<file path="src/rtl/raster_pkg.sv">
package raster_pkg;
  parameter int unsigned CW = 12;
  parameter int unsigned NF = 2;

  typedef logic [CW-1:0] cnt_t;

  typedef struct packed {
    logic                  ilace;
    cnt_t                  htotal;
    cnt_t                  vtotal;
    cnt_t                  hs_on;
    cnt_t                  hs_off;
    cnt_t                  de_on;
    cnt_t                  de_off;
    logic [NF-1:0][CW-1:0] vs_ln_on;
    logic [NF-1:0][CW-1:0] vs_px_on;
    logic [NF-1:0][CW-1:0] vs_ln_off;
    logic [NF-1:0][CW-1:0] vs_px_off;
    logic [NF-1:0][CW-1:0] vw_on;
    logic [NF-1:0][CW-1:0] vw_off;
  } raster_cfg_t;
endpackage

</file>
<file path="src/rtl/raster_shadow.sv">
module raster_shadow
  import raster_pkg::*;
(
  input  logic        clk_i,
  input  logic        rst_ni,
  input  raster_cfg_t cfg_i,
  input  logic        frame_end_i,
  output raster_cfg_t cfg_q_o,
  output raster_cfg_t cfg_d_o,
  output logic        idle_o
);
  raster_cfg_t cfg_q;
  logic        load;

  // zero length means nothing usable is held yet
  assign idle_o  = (cfg_q.htotal == '0) || (cfg_q.vtotal == '0);
  assign load    = idle_o || frame_end_i;
  assign cfg_d_o = load ? cfg_i : cfg_q;
  assign cfg_q_o = cfg_q;

  always_ff @(posedge clk_i or negedge rst_ni) begin
    if (!rst_ni) cfg_q <= '0;
    else         cfg_q <= cfg_d_o;
  end
endmodule

</file>
<file path="src/rtl/raster_counter.sv">
module raster_counter
  import raster_pkg::*;
(
  input  logic clk_i,
  input  logic rst_ni,
  input  logic idle_i,
  input  cnt_t htotal_i,
  input  cnt_t vtotal_i,
  output cnt_t px_q_o,
  output cnt_t ln_q_o,
  output cnt_t px_d_o,
  output cnt_t ln_d_o,
  output logic frame_end_o
);
  cnt_t px_q, ln_q;
  logic last_px, last_ln;

  assign last_px     = px_q >= cnt_t'(htotal_i - 1'b1);
  assign last_ln     = ln_q >= cnt_t'(vtotal_i - 1'b1);
  assign frame_end_o = !idle_i && last_px && last_ln;

  always_comb begin
    px_d_o = px_q + 1'b1;
    ln_d_o = ln_q;
    if (idle_i || frame_end_o) begin
      px_d_o = '0;
      ln_d_o = '0;
    end else if (last_px) begin
      px_d_o = '0;
      ln_d_o = ln_q + 1'b1;
    end
  end

  always_ff @(posedge clk_i or negedge rst_ni) begin
    if (!rst_ni) begin
      px_q <= '0;
      ln_q <= '0;
    end else begin
      px_q <= px_d_o;
      ln_q <= ln_d_o;
    end
  end

  assign px_q_o = px_q;
  assign ln_q_o = ln_q;
endmodule

</file>
<file path="src/rtl/raster_span.sv">
module raster_span
  import raster_pkg::*;
(
  input  cnt_t ln_i,
  input  cnt_t px_i,
  input  cnt_t ln_on_i,
  input  cnt_t px_on_i,
  input  cnt_t ln_off_i,
  input  cnt_t px_off_i,
  input  logic en_i,
  output logic hit_o
);
  logic past_on, before_off;

  // (line, pixel) ordered line first
  assign past_on    = (ln_i > ln_on_i)  || ((ln_i == ln_on_i)  && (px_i >= px_on_i));
  assign before_off = (ln_i < ln_off_i) || ((ln_i == ln_off_i) && (px_i <  px_off_i));
  assign hit_o      = en_i && (ln_on_i != '0) && past_on && before_off;
endmodule

</file>
<file path="src/rtl/raster_decode.sv">
module raster_decode
  import raster_pkg::*;
(
  input  raster_cfg_t cfg_i,
  input  cnt_t        px_i,
  input  cnt_t        ln_i,
  output logic        hs_o,
  output logic        vs_o,
  output logic        de_o,
  output logic        field_o
);
  logic [NF-1:0] vs_hit;
  logic          h_act, v_act;
  cnt_t          win_on, win_off;

  assign field_o = cfg_i.ilace && (ln_i >= (cfg_i.vtotal >> 1));

  assign hs_o = (cfg_i.hs_on != '0) && (px_i >= cfg_i.hs_on) && (px_i < cfg_i.hs_off);

  for (genvar f = 0; f < NF; f++) begin : g_vs
    logic en;
    assign en = (f == 0) ? 1'b1 : cfg_i.ilace;
    raster_span u_span (
      .ln_i     (ln_i),
      .px_i     (px_i),
      .ln_on_i  (cfg_i.vs_ln_on[f]),
      .px_on_i  (cfg_i.vs_px_on[f]),
      .ln_off_i (cfg_i.vs_ln_off[f]),
      .px_off_i (cfg_i.vs_px_off[f]),
      .en_i     (en),
      .hit_o    (vs_hit[f])
    );
  end
  assign vs_o = |vs_hit;

  assign win_on  = cfg_i.vw_on[field_o];
  assign win_off = cfg_i.vw_off[field_o];
  assign h_act   = (cfg_i.de_on != '0) && (px_i >= cfg_i.de_on) && (px_i < cfg_i.de_off);
  assign v_act   = (win_on != '0) && (ln_i >= win_on) && (ln_i < win_off);
  assign de_o    = h_act && v_act;
endmodule

</file>
<file path="src/rtl/raster_sync_gen.sv">
module raster_sync_gen
  import raster_pkg::*;
(
  input  logic                  clk_i,
  input  logic                  rst_ni,
  input  logic                  interlace_i,
  input  logic [CW-1:0]         htotal_i,
  input  logic [CW-1:0]         vtotal_i,
  input  logic [CW-1:0]         hs_on_i,
  input  logic [CW-1:0]         hs_off_i,
  input  logic [CW-1:0]         de_on_i,
  input  logic [CW-1:0]         de_off_i,
  input  logic [NF-1:0][CW-1:0] vs_ln_on_i,
  input  logic [NF-1:0][CW-1:0] vs_px_on_i,
  input  logic [NF-1:0][CW-1:0] vs_ln_off_i,
  input  logic [NF-1:0][CW-1:0] vs_px_off_i,
  input  logic [NF-1:0][CW-1:0] vw_on_i,
  input  logic [NF-1:0][CW-1:0] vw_off_i,
  output logic                  hs_o,
  output logic                  vs_o,
  output logic                  de_o,
  output logic                  field_o,
  output logic [CW-1:0]         pix_o,
  output logic [CW-1:0]         line_o
);
  raster_cfg_t cfg_in, cfg_q, cfg_d;
  logic        idle, frame_end;
  cnt_t        px_q, ln_q, px_d, ln_d;
  logic        hs_d, vs_d, de_d, field_d;

  always_comb begin
    cfg_in.ilace     = interlace_i;
    cfg_in.htotal    = htotal_i;
    cfg_in.vtotal    = vtotal_i;
    cfg_in.hs_on     = hs_on_i;
    cfg_in.hs_off    = hs_off_i;
    cfg_in.de_on     = de_on_i;
    cfg_in.de_off    = de_off_i;
    cfg_in.vs_ln_on  = vs_ln_on_i;
    cfg_in.vs_px_on  = vs_px_on_i;
    cfg_in.vs_ln_off = vs_ln_off_i;
    cfg_in.vs_px_off = vs_px_off_i;
    cfg_in.vw_on     = vw_on_i;
    cfg_in.vw_off    = vw_off_i;
  end

  raster_shadow u_shadow (
    .clk_i       (clk_i),
    .rst_ni      (rst_ni),
    .cfg_i       (cfg_in),
    .frame_end_i (frame_end),
    .cfg_q_o     (cfg_q),
    .cfg_d_o     (cfg_d),
    .idle_o      (idle)
  );

  raster_counter u_count (
    .clk_i       (clk_i),
    .rst_ni      (rst_ni),
    .idle_i      (idle),
    .htotal_i    (cfg_q.htotal),
    .vtotal_i    (cfg_q.vtotal),
    .px_q_o      (px_q),
    .ln_q_o      (ln_q),
    .px_d_o      (px_d),
    .ln_d_o      (ln_d),
    .frame_end_o (frame_end)
  );

  // decode next-state position with next-state settings so flags line up with counters
  raster_decode u_dec (
    .cfg_i   (cfg_d),
    .px_i    (px_d),
    .ln_i    (ln_d),
    .hs_o    (hs_d),
    .vs_o    (vs_d),
    .de_o    (de_d),
    .field_o (field_d)
  );

  always_ff @(posedge clk_i or negedge rst_ni) begin
    if (!rst_ni) begin
      hs_o    <= 1'b0;
      vs_o    <= 1'b0;
      de_o    <= 1'b0;
      field_o <= 1'b0;
    end else begin
      hs_o    <= hs_d;
      vs_o    <= vs_d;
      de_o    <= de_d;
      field_o <= field_d;
    end
  end

  assign pix_o  = px_q;
  assign line_o = ln_q;
endmodule

</file>
<file path="config.mk">
export PLATFORM = sky130hd
export DESIGN_NAME = raster_sync_gen
export DESIGN_NICKNAME = d
export VERILOG_FILES = /design/src/rtl/raster_pkg.sv /design/src/rtl/raster_shadow.sv /design/src/rtl/raster_counter.sv /design/src/rtl/raster_span.sv /design/src/rtl/raster_decode.sv /design/src/rtl/raster_sync_gen.sv
export SDC_FILE = /design/constraint.sdc
export NUM_CORES = 1
export LEC_CHECK = 0
export BUFFER_PORTS_ARGS = -buffer_cell sky130_fd_sc_hd__buf_2
export CORE_ASPECT_RATIO = 1.75
export CORE_MARGIN = 10
export CORE_UTILIZATION = 33
export DETAILED_ROUTE_END_ITERATION = 8
export HOLD_SLACK_MARGIN = 0.08
export PLACE_DENSITY = 0.53
export SYNTH_ARGS = -nofsm -noshare
export SYNTH_HDL_FRONTEND = slang
export SYNTH_SLANG_ARGS = --single-unit
</file>
<file path="constraint.sdc">
create_clock -name clk_i -period 8.21 [get_ports clk_i]
set_input_delay 0.821 -clock clk_i [delete_from_list [all_inputs] [get_ports clk_i]]
set_output_delay 0.821 -clock clk_i [all_outputs]
set_load 0.02 [all_outputs]
</file>
==> impl_metrics.sql, run 1 <==
INSERT INTO impl_metrics (metric_group, metric, value, unit) VALUES
('timing', 'final.min_clock_period', '7530', 'ps'),
('clock_network', 'worst_setup_hold_path_clk_slew', '70', 'ps'),
('floorplanning', 'design.core.area', '0.0452', 'mm^2'),
('drt', 'routed-via-count', '12143', ''),
('timing', 'fin_hold_ws', '258', 'ps'),
('logic_synthesis', 'post_synthesis_sequential_area_ratio', '40.5', '%'),
('drt', 'wl_per_cell', '22.0', 'um'),
('critical_path', 'timing.setup.critical_path_class', 'reg -> reg', ''),
('global_route', 'grt_pass1_vias', '13053', ''),
('global_route', 'grt_pass1_wl', '78400', 'um'),
('timing', 'final-hold-violation-count', '0', ''),
('clock_network', 'cts_tree', 'yes', ''),
('pwr', 'p_sw_share', '24.4', '%'),
('finish', 'layout-area-overhead-vs-synth', '19.6', '%'),
('timing', 'maxClockFrequency', '133', 'MHz'),
('critical_path', 'critPathRequiredTime', '8670', 'ps'),
('critical_path', 'crit_path_top_delay_cell', 'sky130_fd_sc_hd__and3_1', ''),
('logic_synthesis', 'share_of_synthesized_cell_area_in_full_adder_half_adder_and_majority_cells', '16.8', '%'),
('floorplanning', 'design.die.area', '0.0552', 'mm^2'),
('pwr', 'power_switching', '0.673', 'mW'),
('logic_synthesis', 'synth.top_cell.area_share', '40.5', '%'),
('critical_path', 'timing.critical_path.to_type', 'flip-flop', ''),
('floorplanning', 'chipHeight', '303', 'um'),
('clock_network', 'clock_path_buffers', '3', ''),
('critical_path', 'worst_setup_path_start_kind', 'flip-flop', ''),
('pwr', 'post-layout-total-power', '2.75', 'mW'),
('floorplanning', 'fp-row-count', '103', ''),
('logic_synthesis', 'synth.avg_cell_area', '10.0', 'um^2'),
('logic_synthesis', 'yosys_warnings', '0', ''),
('placed_design', 'number_of_placed_cells_counting_well_taps', '2331', ''),
('pwr', 'p_seq_share', '45.5', '%'),
('logic_synthesis', 'synthDominantAreaCellType', 'sky130_fd_sc_hd__dfrtp_1', ''),
('timing', 'finClkSkew', '26.2', 'ps'),
('clock_network', 'clock_latency', '570', 'ps'),
('pwr', 'p_clk_share', '47.6', '%'),
('pwr', 'p_leak', '10.3', 'nW'),
('logic_synthesis', 'syn_nets', '1934', ''),
('drt', 'post_route_wl', '52500', 'um'),
('logic_synthesis', 'postSynth.asyncResetShare', '100', '%'),
('drt', 'first_pass_detailed_route_iteration_total', '5', ''),
('clock_network', 'clkSinkCount', '245', ''),
('floorplanning', 'initial_core_util', '33.5', '%'),
('timing', 'setup_total_negative_slack', '0', 'ps'),
('run', 'timing.max_cap.violations', '0', ''),
('logic_synthesis', 'synth_compound_gate_area_share', '9.14', '%'),
('logic_synthesis', 'synth-seq-cells', '245', ''),
('floorplanning', 'die_w', '182', 'um'),
('logic_synthesis', 'netlist_instances', '1512', ''),
('global_route', 'gr-usage-all-layers', '18.5', '%'),
('timing', 'worst_rel_slew_slack', '40.7', '%'),
('clock_network', 'ctsRootBufferMaster', 'sky130_fd_sc_hd__clkbuf_16', ''),
('clock_network', 'cts_htree_levels', '1', ''),
('finish', 'drive_above_1_share', '21.7', '%'),
('logic_synthesis', 'synth_cell_type_count', '66', ''),
('placed_design', 'routabilityCongestion', '0.939', ''),
('timing', 'unrepaired_setup_endpoints_after_global_routing', 'false', ''),
('drt', 'remaining_drc_errors', '0', ''),
('critical_path', 'critPathArrivalTime', '7990', 'ps'),
('global_route', 'pin_count_of_the_biggest_net_entering_global_routing', '95', ''),
('global_route', 'initial_antenna_violation_count', '7', ''),
('floorplanning', 'io-pin-count', '247', ''),
('pwr', 'internal-power', '2.08', 'mW'),
('logic_synthesis', 'synth_top_family_by_area', 'adder cells', ''),
('clock_network', 'cts_made_buffers', '27', ''),
('timing', 'layout_worst_path_cycle_share', '91.7', '%'),
('logic_synthesis', 'synth.mux.area_fraction', '11.4', '%'),
('drt', 'dr.first_iter.drc_count', '532', ''),
('finish', 'final.fill_count', '4456', ''),
('logic_synthesis', 'synth_edf_count', '0', ''),
('status', 'status', 'finished, final reports clean', ''),
('logic_synthesis', 'dominantRegCellSynth', 'sky130_fd_sc_hd__dfrtp_1', '');
==> logic make-up after synthesis <==
kind of cell / Yosys count
compound gates: 198
xor+xnor: 40
fa+ha+maj: 203
buf+inv: 196
flops: 245
mux: 172
simple gates: 458
==> power by group through the flow <==
| stage | clock [mW] | combinational (mW) | sequential [mW] |
|---|---|---|---|
| 2_1_floorplan | 0 | 0.0766 | 1.27 |
| 3_3_place_gp | 0 | 0.192 | 1.27 |
| 3_5_place_dp | 0 | 0.195 | 1.27 |
| 4_1_cts | 1.35 | 0.196 | 1.25 |
| 5_1_grt | 1.38 | 0.218 | 1.25 |
| 6_report | 1.31 | 0.190 | 1.25 |
==> Yosys cell counts, types with 32 or more instances <==
library cell              number
sky130_fd_sc_hd__a21oi_1      40
sky130_fd_sc_hd__a21o_1       50
sky130_fd_sc_hd__nand2_1     231
sky130_fd_sc_hd__o21ai_0      34
sky130_fd_sc_hd__dfrtp_1     245
sky130_fd_sc_hd__ha_1        203
sky130_fd_sc_hd__nor4_1       35
sky130_fd_sc_hd__nor2_1       55
sky130_fd_sc_hd__nand4_1      33
sky130_fd_sc_hd__inv_1       118
sky130_fd_sc_hd__mux2i_1     166
sky130_fd_sc_hd__inv_2        40
sky130_fd_sc_hd__nand3_1      32
==> cell type report <==
class | count | area [um^2] | share of cell area, %
antenna | 3 | 7.51 | 0.0414
sequential | 245 | 6130 | 33.8
clock buffer | 30 | 717 | 3.96
multi-input combinational | 1072 | 8180 | 45.1
inverter | 158 | 593 | 3.27
timing repair buffer | 285 | 1560 | 8.60
clock inverter | 17 | 216 | 1.19
tap | 577 | 722 | 3.98
==> placed cells by master (no fill, tap or decap), drive strengths merged, types with 30 or more instances in the layout <==
| cell type | synthesis | final |
|---|---|---|
| nand4 | 33 | 33 |
| o21ai | 35 | 35 |
| nand2 | 231 | 231 |
| nand3 | 33 | 33 |
| dfrtp | 245 | 245 |
| inv | 158 | 161 |
| buf | 30 | 285 |
| nor4 | 35 | 35 |
| a21o | 50 | 50 |
| ha | 203 | 203 |
| nor2 | 56 | 57 |
| mux2i | 166 | 166 |
| clkbuf | 8 | 30 |
| a21oi | 41 | 41 |
==> state kept, by name, indices dropped and copies added, names as in the netlist <==
register,cells
de_o,1
field_o,1
hs_o,1
u_count.ln_q_o,12
u_count.px_q_o,12
u_shadow.cfg_q_o,217
vs_o,1
==> path summary, 6_finish.rpt <==
path,depth (start not counted),to,startpoint,slack [ps]
min in group clk_i,3,u_shadow.cfg_q_o[214]$_DFFE_PN0N_,htotal_i[10],460
worst min-delay path,1,u_shadow.cfg_q_o[100]$_DFF_PN0_,rst_ni,260
worst max register to register,30,de_o$_DFF_PN0_,u_shadow.cfg_q_o[192]$_DFFE_PN0N_,680
worst min register to register,2,u_shadow.cfg_q_o[4]$_DFF_PN0_,u_shadow.cfg_q_o[4]$_DFF_PN0_,460
worst max-delay path,30,de_o$_DFF_PN0_,u_shadow.cfg_q_o[192]$_DFFE_PN0N_,680
max in group asynchronous,3,u_shadow.cfg_q_o[79]$_DFF_PN0_,rst_ni,6070
==> timing repair <==
item                                    CTS  global route
gates resized for setup                   0             0
endpoints found under the setup margin    0             1
setup buffers                             0             5
hold buffers                              0             0
==> through the flow <==
stage          setup slack (ps)  cell area (um^2)  utilization [%]
2_1_floorplan              1340             15100                -
3_3_place_gp                588             17100             37.9
3_5_place_dp                345             17100             37.9
4_1_cts                     260             18100             40.0
5_1_grt                     191             18100             40.1
6_report                    682             18100             40.1
==> critical path: cells and delay by family (launching register included) <==
| family | cells | cell delay [ps] |
|---|---|---|
| DFF | 1 | 400 |
| xor gates and xnor gates | 1 | 160 |
| AOI/OAI and AO/OA | 10 | 2470 |
| adders and majority gates | 4 | 950 |
| muxes | 1 | 220 |
| and+or+nand+nor | 11 | 2600 |
| buffers and inverters | 3 | 600 |
==> layer usage <==
layer  track usage [%]  vias to the layer above  wire length (um)
met5                 0                        -                65
met4              8.18                        8              2310
met3              3.10                      102              2390
met2              34.5                      298             27700
met1              20.0                     5870             20000
li1                  -                     5865                 -
No activity file was read; power rests on OpenSTA's default activity.
==> run 2, diff against run 1 <==
--- a/config.mk
+++ b/config.mk
@@ -12,6 +12,7 @@
 export DETAILED_ROUTE_END_ITERATION = 8
 export HOLD_SLACK_MARGIN = 0.08
 export PLACE_DENSITY = 0.53
+export RECOVER_POWER = 50
 export SYNTH_ARGS = -nofsm -noshare
 export SYNTH_HDL_FRONTEND = slang
 export SYNTH_SLANG_ARGS = --single-unit
==> impl_metrics.sql, run 2 (synthesis gave the netlist of run 1 again) <==
INSERT INTO impl_metrics (metric_group, metric, value, unit) VALUES
('clock_network', 'ctsRootBufferMaster', 'sky130_fd_sc_hd__clkbuf_16', ''),
('timing', 'timing.final.max_slew_violations', '191', ''),
('pwr', 'worst_vdd_ir', '0.184', 'mV'),
('placed_design', 'portBuffers', '246', ''),
('pwr', 'p_seq_share', '45.5', '%'),
('placed_design', 'routabilityCongestion', '0.939', ''),
('drt', 'routed.top_layer', 'met5', ''),
('drt', 'dr.first_iter.drc_count', '531', ''),
('finish', 'mostFrequentLayoutCells', 'sky130_fd_sc_hd__dfrtp_1 (245), sky130_fd_sc_hd__nand2_1 (230), sky130_fd_sc_hd__buf_2 (218)', ''),
('drt', 'remaining_drc_errors', '0', ''),
('pwr', 'post-layout-total-power', '2.75', 'mW'),
('pwr', 'share_comb_of_total_power', '6.9', '%'),
('floorplanning', 'die_w', '182', 'um'),
('floorplanning', 'design.die.area', '0.0552', 'mm^2'),
('timing', 'maxClockFrequency', '133', 'MHz'),
('global_route', 'grt_pass1_wl', '78400', 'um'),
('clock_network', 'postCtsHoldBufs', '0', ''),
('clock_network', 'cts_htree_levels', '1', ''),
('finish', 'most_common_library_cell_in_the_layout_ignoring_fill_and_taps', 'sky130_fd_sc_hd__dfrtp_1', ''),
('floorplanning', 'design.core.area', '0.0452', 'mm^2'),
('timing', 'unrepaired_setup_endpoints_after_global_routing', 'false', ''),
('global_route', 'initial_antenna_violation_count', '7', ''),
('run', 'timing.max_cap.violations', '3', ''),
('timing', 'finClkSkew', '26.1', 'ps'),
('placed_design', 'post_detail_place_hpwl', '41500', 'um'),
('global_route', 'grt_pass1_vias', '13053', ''),
('critical_path', 'timing.setup.critical_path_class', 'reg -> reg', ''),
('pwr', 'internal-power', '2.08', 'mW'),
('finish', 'largest_register_ffs', '217', ''),
('global_route', 'grt_overflow_total', '0', ''),
('floorplanning', 'io-pin-count', '247', ''),
('clock_network', 'clock_path_buffers', '3', ''),
('clock_network', 'clock_latency', '570', 'ps'),
('pwr', 'p_clk_share', '47.6', '%'),
('drt', 'vias_per_cell', '5.09', ''),
('drt', 'amount_of_wire_on_met2_after_detailed_routing', '27700', 'um'),
('finish', 'drive_above_1_share', '20.0', '%'),
('finish', 'layout.nets', '2211', ''),
('clock_network', 'worst_setup_hold_path_clk_slew', '70', 'ps'),
('pwr', 'p_leak', '10.2', 'nW'),
('clock_network', 'cts_made_buffers', '27', ''),
('timing', 'fin_hold_ws', '457', 'ps'),
('global_route', 'gr-usage-all-layers', '18.5', '%'),
('timing', 'worst_rel_slew_slack', '-200', '%'),
('floorplanning', 'fp-row-count', '103', ''),
('timing', 'setup_total_negative_slack', '0', 'ps'),
('pwr', 'p_sw_share', '24.4', '%'),
('drt', 'detail-route-antenna-nets', '0', ''),
('floorplanning', 'chipHeight', '303', 'um'),
('drt', 'routed-via-count', '12150', ''),
('critical_path', 'worst_setup_path_start_kind', 'flip-flop', ''),
('critical_path', 'regToRegSetupSlack', '680', 'ps'),
('status', 'failed_checks', 'capacitance limit, slew limit', ''),
('critical_path', 'critPathArrivalTime', '7990', 'ps'),
('critical_path', 'crit_path_top_delay_cell', 'sky130_fd_sc_hd__and3_1', ''),
('hold_path', 'hp-class', 'in -> reg', ''),
('clock_network', 'cts_tree', 'yes', ''),
('drt', 'wl_per_cell', '22.0', 'um'),
('drt', 'first_pass_detailed_route_iteration_total', '5', ''),
('finish', 'layout-area-overhead-vs-synth', '19.3', '%'),
('timing', 'slew_at_the_pin_closest_to_its_max_slew_limit', '4490', 'ps'),
('finish', 'final.fill_count', '4474', ''),
('timing', 'layout_worst_path_cycle_share', '91.7', '%'),
('drt', 'post_route_wl', '52500', 'um'),
('timing', 'final-hold-violation-count', '0', ''),
('pwr', 'power_switching', '0.672', 'mW'),
('global_route', 'pin_count_of_the_biggest_net_entering_global_routing', '95', ''),
('drt', 'm1WireLength', '20100', 'um'),
('critical_path', 'critPathRequiredTime', '8670', 'ps'),
('critical_path', 'critical_path.max_stage_delay', '550', 'ps'),
('timing', 'setup_violations', '0', ''),
('status', 'status', 'finished, violations left', ''),
('clock_network', 'clkSinkCount', '245', ''),
('critical_path', 'timing.critical_path.to_type', 'flip-flop', ''),
('critical_path', 'critPathMaxFanout', '22', ''),
('drt', 'wl_met3', '2310', 'um'),
('pwr', 'pwr_density_cell', '152', 'mW/mm^2'),
('floorplanning', 'initial_core_util', '33.5', '%'),
('timing', 'final.min_clock_period', '7530', 'ps');
==> run 2: cell types whose count changed in the layout (fill, tap and decap cells not counted) <==
cell                       previous run  this run
sky130_fd_sc_hd__buf_4               37        34
sky130_fd_sc_hd__buf_8                1         0
sky130_fd_sc_hd__clkbuf_2             0         1
sky130_fd_sc_hd__buf_2              245       218
sky130_fd_sc_hd__clkbuf_1             0        30
==> run 2: timing repair <==
action | 4_1_cts | 5_1_grt
endpoints found under the hold margin | 0 | 0
gates resized for setup | 0 | 0
endpoints found under the setup margin | 0 | 1
buffers inserted | 0 | 5
==> run 2: layout make-up <==
class	count	area (um^2)	area share, %
repair buffers	285	1500	8.32
inverters	158	593	3.28
diodes	3	7.51	0.0415
multi-input cells	1072	8180	45.3
clock buffers	30	717	3.97
flip-flops and latches	245	6130	33.9
clock inverters	17	216	1.20
well taps	577	722	4.00
==> run 2: power groups by stage <==
| stage | registers (mW) | logic [mW] | clock network, mW |
|---|---|---|---|
| 2_1_floorplan | 1.27 | 0.0766 | 0 |
| 3_3_place_gp | 1.27 | 0.192 | 0 |
| 3_5_place_dp | 1.27 | 0.195 | 0 |
| 4_1_cts | 1.25 | 0.196 | 1.35 |
| 5_1_grt | 1.25 | 0.217 | 1.38 |
| 6_report | 1.25 | 0.190 | 1.31 |
==> run 2: final timing paths <==
kind,start,cells past startpoint,end
max,u_shadow.cfg_q_o[192]$_DFFE_PN0N_,30,de_o$_DFF_PN0_
min,htotal_i[10],3,u_shadow.cfg_q_o[214]$_DFFE_PN0N_
max reg2reg,u_shadow.cfg_q_o[192]$_DFFE_PN0N_,30,de_o$_DFF_PN0_
min reg2reg,u_shadow.cfg_q_o[4]$_DFF_PN0_,2,u_shadow.cfg_q_o[4]$_DFF_PN0_
max in group asynchronous,rst_ni,3,u_shadow.cfg_q_o[79]$_DFF_PN0_
min in group asynchronous,rst_ni,1,u_shadow.cfg_q_o[181]$_DFF_PN0_
==> run 2: worst max-delay path, delay by kind of cell (launching register included) <==
kind	cells	cell delay [ps]
AND/OR/NAND/NOR	11	2600
AO/OA/AOI/OAI	10	2460
multiplexers	1	220
adder cells (fa/ha/maj)	4	950
XOR/XNOR	1	160
flip-flops	1	400
buffers and inverters	3	600
==> run 2: layer usage <==
layer	vias to the layer above	track usage (%)
li1	5867	-
met1	5874	20.0
met2	297	34.5
met5	-	0
met3	104	3.10
met4	8	8.18
==> run 2: stage by stage <==
stage          cell area [um^2]  cells  setup slack (ps)  utilization (%)
2_1_floorplan             15100   1512              1340                -
3_3_place_gp              17100   2331               588             37.9
3_5_place_dp              17100   2331               345             37.9
4_1_cts                   18100   2378               260             40.0
5_1_grt                   18100   2384               134             39.9
6_report                  18100   2387               682             39.9
